<file path="config.mk">
export PLATFORM = sky130hd
export DESIGN_NAME = sram_bus_ctl
export DESIGN_NICKNAME = d
export VERILOG_FILES = /design/src/rtl/sram_bus_pkg.sv /design/src/rtl/sram_bus_timer.sv /design/src/rtl/sram_bus_seq.sv /design/src/rtl/sram_bus_dpath.sv /design/src/rtl/sram_bus_ctl.sv
export SDC_FILE = /design/constraint.sdc
export NUM_CORES = 1
export LEC_CHECK = 0
export BUFFER_PORTS_ARGS = -buffer_cell sky130_fd_sc_hd__buf_2
export CAP_MARGIN = 20
export CELL_PAD_IN_SITES_DETAIL_PLACEMENT = 1
export CELL_PAD_IN_SITES_GLOBAL_PLACEMENT = 2
export CORE_AREA = 3 3 85 87
export DETAILED_ROUTE_END_ITERATION = 6
export DIE_AREA = 0 0 88 90
export GPL_ROUTABILITY_DRIVEN = 0
export PLACE_DENSITY_LB_ADDON = 0.1
export SYNTH_ARGS = -nofsm -noshare
export SYNTH_HDL_FRONTEND = slang
export SYNTH_SLANG_ARGS = --single-unit
</file>
<file path="constraint.sdc">
create_clock -name clk -period 2.4 [get_ports clk]
set_input_delay 0.48 -clock clk [delete_from_list [all_inputs] [get_ports clk]]
set_output_delay 0.48 -clock clk [all_outputs]
set_load 0.005 [all_outputs]
</file>
<file path="src/rtl/sram_bus_pkg.sv">
package sram_bus_pkg;

  typedef enum logic [2:0] {
    ST_IDLE,
    ST_RD_ACT,
    ST_RD_OFF,
    ST_WR_ACT,
    ST_WR_REC
  } seq_st_t;

  // whole cycles covering a time in ns, never below one
  function automatic int unsigned ns_to_cyc(int unsigned ns, int unsigned clk_ps);
    int unsigned c;
    c = (ns * 1000 + clk_ps - 1) / clk_ps;
    return (c < 1) ? 1 : c;
  endfunction

  function automatic int unsigned max2(int unsigned a, int unsigned b);
    return (a > b) ? a : b;
  endfunction

  // recovery window: own minimum, stretched so pulse + recovery covers the cycle time
  function automatic int unsigned rec_len(int unsigned wr, int unsigned wc, int unsigned wp);
    return max2(wr, (wc > wp) ? wc - wp : 0);
  endfunction

endpackage

</file>
<file path="src/rtl/sram_bus_timer.sv">
module sram_bus_timer #(
  parameter int CW = 5
) (
  input  logic          clk,
  input  logic          rst,
  input  logic          load,
  input  logic [CW-1:0] load_val,
  output logic          done
);
  logic [CW-1:0] cnt;

  always_ff @(posedge clk) begin
    if (rst)             cnt <= '0;
    else if (load)       cnt <= load_val;
    else if (cnt != '0)  cnt <= cnt - 1'b1;
  end

  assign done = (cnt == '0);
endmodule

</file>
<file path="src/rtl/sram_bus_seq.sv">
module sram_bus_seq
  import sram_bus_pkg::*;
#(
  parameter int CW     = 5,
  parameter int RD_LEN = 19,
  parameter int OD_LEN = 5,
  parameter int WP_LEN = 13,
  parameter int WR_LEN = 6
) (
  input  logic          clk,
  input  logic          rst,
  input  logic          req_valid,
  input  logic          req_write,
  input  logic          tmr_done,
  output logic          tmr_load,
  output logic [CW-1:0] tmr_val,
  output logic          start_acc,
  output logic          cap_rd,
  output logic          fin,
  output logic          ce_n,
  output logic          oe_n,
  output logic          we_n,
  output logic          drv,
  output logic          ack,
  output logic          rd_vld
);
  seq_st_t st, nxt;

  always_comb begin
    nxt       = st;
    tmr_load  = 1'b0;
    tmr_val   = '0;
    start_acc = 1'b0;
    cap_rd    = 1'b0;
    fin       = 1'b0;
    unique case (st)
      ST_IDLE: if (req_valid) begin
        start_acc = 1'b1;
        tmr_load  = 1'b1;
        if (req_write) begin
          nxt     = ST_WR_ACT;
          tmr_val = CW'(WP_LEN - 1);
        end else begin
          nxt     = ST_RD_ACT;
          tmr_val = CW'(RD_LEN - 1);
        end
      end
      ST_RD_ACT: if (tmr_done) begin
        nxt      = ST_RD_OFF;
        cap_rd   = 1'b1;
        tmr_load = 1'b1;
        tmr_val  = CW'(OD_LEN - 1);
      end
      ST_RD_OFF: if (tmr_done) begin
        nxt = ST_IDLE;
        fin = 1'b1;
      end
      ST_WR_ACT: if (tmr_done) begin
        nxt      = ST_WR_REC;
        tmr_load = 1'b1;
        tmr_val  = CW'(WR_LEN - 1);
      end
      ST_WR_REC: if (tmr_done) begin
        nxt = ST_IDLE;
        fin = 1'b1;
      end
      default: nxt = ST_IDLE;
    endcase
  end

  // strobes come straight from flops, decoded from the next state
  always_ff @(posedge clk) begin
    if (rst) begin
      st     <= ST_IDLE;
      ce_n   <= 1'b1;
      oe_n   <= 1'b1;
      we_n   <= 1'b1;
      drv    <= 1'b0;
      ack    <= 1'b0;
      rd_vld <= 1'b0;
    end else begin
      st     <= nxt;
      ce_n   <= !(nxt == ST_RD_ACT || nxt == ST_WR_ACT);
      oe_n   <= (nxt != ST_RD_ACT);
      we_n   <= (nxt != ST_WR_ACT);
      drv    <= (nxt == ST_WR_ACT || nxt == ST_WR_REC);
      ack    <= fin;
      rd_vld <= fin && (st == ST_RD_OFF);
    end
  end
endmodule

</file>
<file path="src/rtl/sram_bus_dpath.sv">
module sram_bus_dpath #(
  parameter int AW = 13,
  parameter int DW = 8
) (
  input  logic          clk,
  input  logic          rst,
  input  logic          start_acc,
  input  logic          cap_rd,
  input  logic [AW-1:0] req_addr,
  input  logic [DW-1:0] req_wdata,
  input  logic [DW-1:0] mem_dq_in,
  output logic [AW-1:0] mem_addr,
  output logic [DW-1:0] mem_dq_out,
  output logic [DW-1:0] rd_data
);
  always_ff @(posedge clk) begin
    if (rst) begin
      mem_addr   <= '0;
      mem_dq_out <= '0;
      rd_data    <= '0;
    end else begin
      if (start_acc) begin
        mem_addr   <= req_addr;
        mem_dq_out <= req_wdata;
      end
      if (cap_rd) rd_data <= mem_dq_in;
    end
  end
endmodule

</file>
<file path="src/rtl/sram_bus_ctl.sv">
module sram_bus_ctl
  import sram_bus_pkg::*;
#(
  parameter int AW       = 13,
  parameter int DW       = 8,
  parameter int CLK_PS   = 8000,
  parameter int T_ACC_NS = 150,
  parameter int T_OE_NS  = 70,
  parameter int T_RC_NS  = 150,
  parameter int T_OD_NS  = 35,
  parameter int T_WP_NS  = 100,
  parameter int T_DS_NS  = 60,
  parameter int T_WC_NS  = 150,
  parameter int T_WR_NS  = 0
) (
  input  logic          clk,
  input  logic          rst,
  input  logic          req_valid,
  input  logic          req_write,
  input  logic [AW-1:0] req_addr,
  input  logic [DW-1:0] req_wdata,
  output logic          req_ack,
  output logic          rd_valid,
  output logic [DW-1:0] rd_data,
  output logic [AW-1:0] mem_addr,
  output logic          mem_ce_n,
  output logic          mem_oe_n,
  output logic          mem_we_n,
  output logic [DW-1:0] mem_dq_out,
  output logic          mem_dq_oe,
  input  logic [DW-1:0] mem_dq_in
);
  localparam int ACC_CYC = ns_to_cyc(T_ACC_NS, CLK_PS);
  localparam int OE_CYC  = ns_to_cyc(T_OE_NS, CLK_PS);
  localparam int RC_CYC  = ns_to_cyc(T_RC_NS, CLK_PS);
  localparam int OD_CYC  = ns_to_cyc(T_OD_NS, CLK_PS);
  localparam int WPU_CYC = ns_to_cyc(T_WP_NS, CLK_PS);
  localparam int DS_CYC  = ns_to_cyc(T_DS_NS, CLK_PS);
  localparam int WC_CYC  = ns_to_cyc(T_WC_NS, CLK_PS);
  localparam int WRU_CYC = ns_to_cyc(T_WR_NS, CLK_PS);
  localparam int RD_CYC  = max2(ACC_CYC, max2(OE_CYC, RC_CYC));
  localparam int WP_CYC  = max2(WPU_CYC, DS_CYC);
  localparam int WR_CYC  = rec_len(WRU_CYC, WC_CYC, WP_CYC);
  localparam int MAX_CYC = max2(max2(RD_CYC, OD_CYC), max2(WP_CYC, WR_CYC));
  localparam int CW      = $clog2(MAX_CYC + 1);

  // named internal events, watched by the checker
  logic          tmr_load, tmr_done;
  logic [CW-1:0] tmr_val;
  logic          start_acc, cap_rd, seq_fin;

  sram_bus_timer #(.CW(CW)) u_tmr (
    .clk(clk), .rst(rst), .load(tmr_load), .load_val(tmr_val), .done(tmr_done)
  );

  sram_bus_seq #(
    .CW(CW), .RD_LEN(RD_CYC), .OD_LEN(OD_CYC), .WP_LEN(WP_CYC), .WR_LEN(WR_CYC)
  ) u_seq (
    .clk(clk), .rst(rst), .req_valid(req_valid), .req_write(req_write),
    .tmr_done(tmr_done), .tmr_load(tmr_load), .tmr_val(tmr_val),
    .start_acc(start_acc), .cap_rd(cap_rd), .fin(seq_fin),
    .ce_n(mem_ce_n), .oe_n(mem_oe_n), .we_n(mem_we_n), .drv(mem_dq_oe),
    .ack(req_ack), .rd_vld(rd_valid)
  );

  sram_bus_dpath #(.AW(AW), .DW(DW)) u_dp (
    .clk(clk), .rst(rst), .start_acc(start_acc), .cap_rd(cap_rd),
    .req_addr(req_addr), .req_wdata(req_wdata), .mem_dq_in(mem_dq_in),
    .mem_addr(mem_addr), .mem_dq_out(mem_dq_out), .rd_data(rd_data)
  );
endmodule

</file>
==> impl_metrics.ini <==
[power_and_ir_drop]
p_int_mw = 1.43
peakVddDrop_uv = 304
p_clk_share_pct = 20.0
p_per_area_nw_per_um2 = 1020
power_switching_mw = 0.775
p_comb_share_pct = 37.1
power.share.switching_pct = 35.1
p_leak_nw = 0.969
pwr-share-seq_pct = 43.0

[setup_path]
endpoint_kind = register
arrival_ps = 2100
critical-path-slowest-cell = or4b_4
path_max_fanout = 9
crit_type = register to register
rrSetupSlack_ps = 450
max_stage_delay_ps = 540
cp-start-kind = register
cp.required_ps = 2550
cp_cell_sequence = inv_1 -> ha_1 -> or4b_4 -> nor3b_4 -> buf_4 -> mux2i_1 -> nor2_1

[logic_synthesis]
ys_seq_area_share_pct = 51.4
yosys.area_share.simple_pct = 23.5
syn-mean-instance-area_um2 = 8.81
ys_top_cells_by_area = dfxtp_1 (51%), nand2_1 (11%), a21oi_1 (7.5%)
synth_compound_area_share_pct = 11.5
ys.flop_type = dfxtp_1
yosysUniqueCellTypes = 32
ys_seq_elements = 43
synth_top_family_by_area = simple AND/OR/NAND/NOR gates
synth-xor-area-share_pct = 2.09
yosysWarnings = 0
synth_edf_count = 0
synth.area.mux_share_pct = 4.78
syn_inst = 190
yosysTopAreaCell = dfxtp_1
synthAdderAreaFrac_pct = 1.49
syn_area_um2 = 1670
syn-num-nets = 225
synth.top_cell.area_share_pct = 51.4
synth-async-reset-ratio_pct = 0

[placement]
dp_cells = 326
post-dp-hpwl_um = 3230
numPortBuffers = 67

[timing]
setup_tns_ps = 0
hold_viol = 0
layout_min_cycle_time_ps = 1950
slew_headroom_pct = 50.1
rsz0062_at_grt = false
finClkSkew_ps = 5.49
finalSetupViolCount = 0
drv_slew = 0
period_share_pct = 81.3
fmax_mhz = 512
worst_pin_slew_ps = 749

[cts]
cts_tree = built
clock-sinks = 43
clockRootBuffer = clkbuf_8
htree_num_levels = 2
ctsLongestPathBuffers = 2
ctsResizeCount = 0
cts.clk_slew.worst_paths_ps = 80
post-cts-setup-buffers = 0
ctsHoldBuffers = 0
worstSkewPairLatency_ps = 290
cts_buffers = 5

[grt]
grt_pass1_wl_um = 7350
grt_antenna_before_repair = 0
overflow = 0
grt_pass1_vias = 1505
grt_usage_pct = 11.6
grt_max_degree = 40

[floorplanning]
design.portCount = 68
initial_core_util_pct = 26.1
core.rowCount = 29
core_area_um2 = 6420
die_h_um = 90
die_area_um2 = 7920
die_w_um = 88

[hold_path]
hold_path_class = primary input to register

[cells_and_area]
n_antenna_cell = 0
nNetsFinal = 291
area_growth_pct = 29.1
multi_input_area_um2 = 727
n_fill_cell = 774
regArea_um2 = 861
layout-drive-gt1-share_pct = 33.1
fin_cells = 334

[run_status]
outcome = finished clean

[route]
wl_per_cell_um = 13.5
num_vias = 1488
vias_per_cell = 4.46
antenna_left = 0
wl_um = 4500
drtIter0Drc = 39
firstDrtPassIters = 4
drc = 0

[job]
maxCapViolations = 0
[Yosys cell counts, types with 3 or more instances]
library cell   n
clkbuf_1      11
nand2_1       49
nor2_1        15
inv_1          3
a21oi_1       25
xor2_1         3
dfxtp_1       43
nor3_1         3
mux2i_1        8
a31oi_1        3
[metal layers]
| metal | wire [um] | GRT usage, % |
|---|---|---|
| met4 | 63 | 3.84 |
| met1 | 2070 | 14.3 |
| met5 | 0 | 0 |
| met3 | 363 | 4.30 |
| met2 | 2000 | 18.4 |
[path summary, 6_finish.rpt]
kind | startpoint | endpoint | depth (start not counted)
min reg2reg | u_dp.mem_dq_out[2] | u_dp.mem_dq_out[2] | 2
max reg2reg | u_tmr.cnt[0] | u_dp.rd_data[0] | 7
min | req_addr[5] | u_dp.mem_addr[5] | 3
max | u_tmr.cnt[0] | u_dp.rd_data[0] | 7
[registers in the layout (all words and copies together) (netlist names)]
register and flops:
u_seq.rd_vld 1, u_seq.ack 1, u_seq.oe_n 1, u_dp.mem_dq_out 8, u_seq.st 3, u_tmr.cnt 5
u_dp.mem_addr 13, u_seq.drv 1, u_dp.rd_data 8, u_seq.we_n 1, u_seq.ce_n 1
[per-stage QoR]
step | hold WS, ps | utilization [%] | setup slack, ps | total power, mW | cell area (um^2)
2_1_floorplan | 453 | - | 598 | 1.54 | 1670
3_3_place_gp | 442 | 32.4 | 494 | 1.80 | 2080
6_report | 418 | 33.6 | 448 | 2.21 | 2160
3_5_place_dp | 447 | 32.4 | 444 | 1.80 | 2080
4_1_cts | 408 | 33.6 | 433 | 2.26 | 2160
5_1_grt | 416 | 33.6 | 350 | 2.40 | 2160
[layout make-up]
cell class,instances,share of cell area (%)
inverters,4,0.695
clock inverters,1,0.232
repair buffers,73,17.6
clock buffers,7,3.53
flip-flops and latches,43,39.8
multi-input cells,129,33.6
well taps,77,4.46
[worst max-delay path: cells and delay by family (launching register included)]
family,cells,cell delay [ps]
adders and majority gates,1,160
buffers and inverters,2,310
DFF,1,340
muxes,1,220
and+or+nand+nor,3,790
[power groups by stage]
stage / combinational [mW] / clock, mW / sequential (mW)
2_1_floorplan: 0.593 / 0 / 0.948
3_3_place_gp: 0.837 / 0 / 0.966
3_5_place_dp: 0.834 / 0 / 0.965
4_1_cts: 0.840 / 0.470 / 0.950
5_1_grt: 0.931 / 0.498 / 0.969
6_report: 0.819 / 0.441 / 0.949
[cells by family (layout without fill, tap and decap cells)]
| logic type | Yosys count | in the layout |
|---|---|---|
| flops | 43 | 43 |
| compound gates | 34 | 34 |
| fa+ha+maj | 2 | 2 |
| buf+inv | 18 | 85 |
| mux | 8 | 8 |
| simple gates | 81 | 81 |
| xor+xnor | 4 | 4 |
[cells in the final DEF (no fill, tap or decap), types with 3 or more instances in the layout]
cell type   n
a21oi_1    25
mux2i_1     8
inv_1       3
buf_2      67
clkbuf_8    5
a31oi_1     3
nor3_1      3
dfxtp_1    43
nand2_1    49
xor2_1      3
buf_4       6
nor2_1     15
Power figures use the tool's default switching activity.
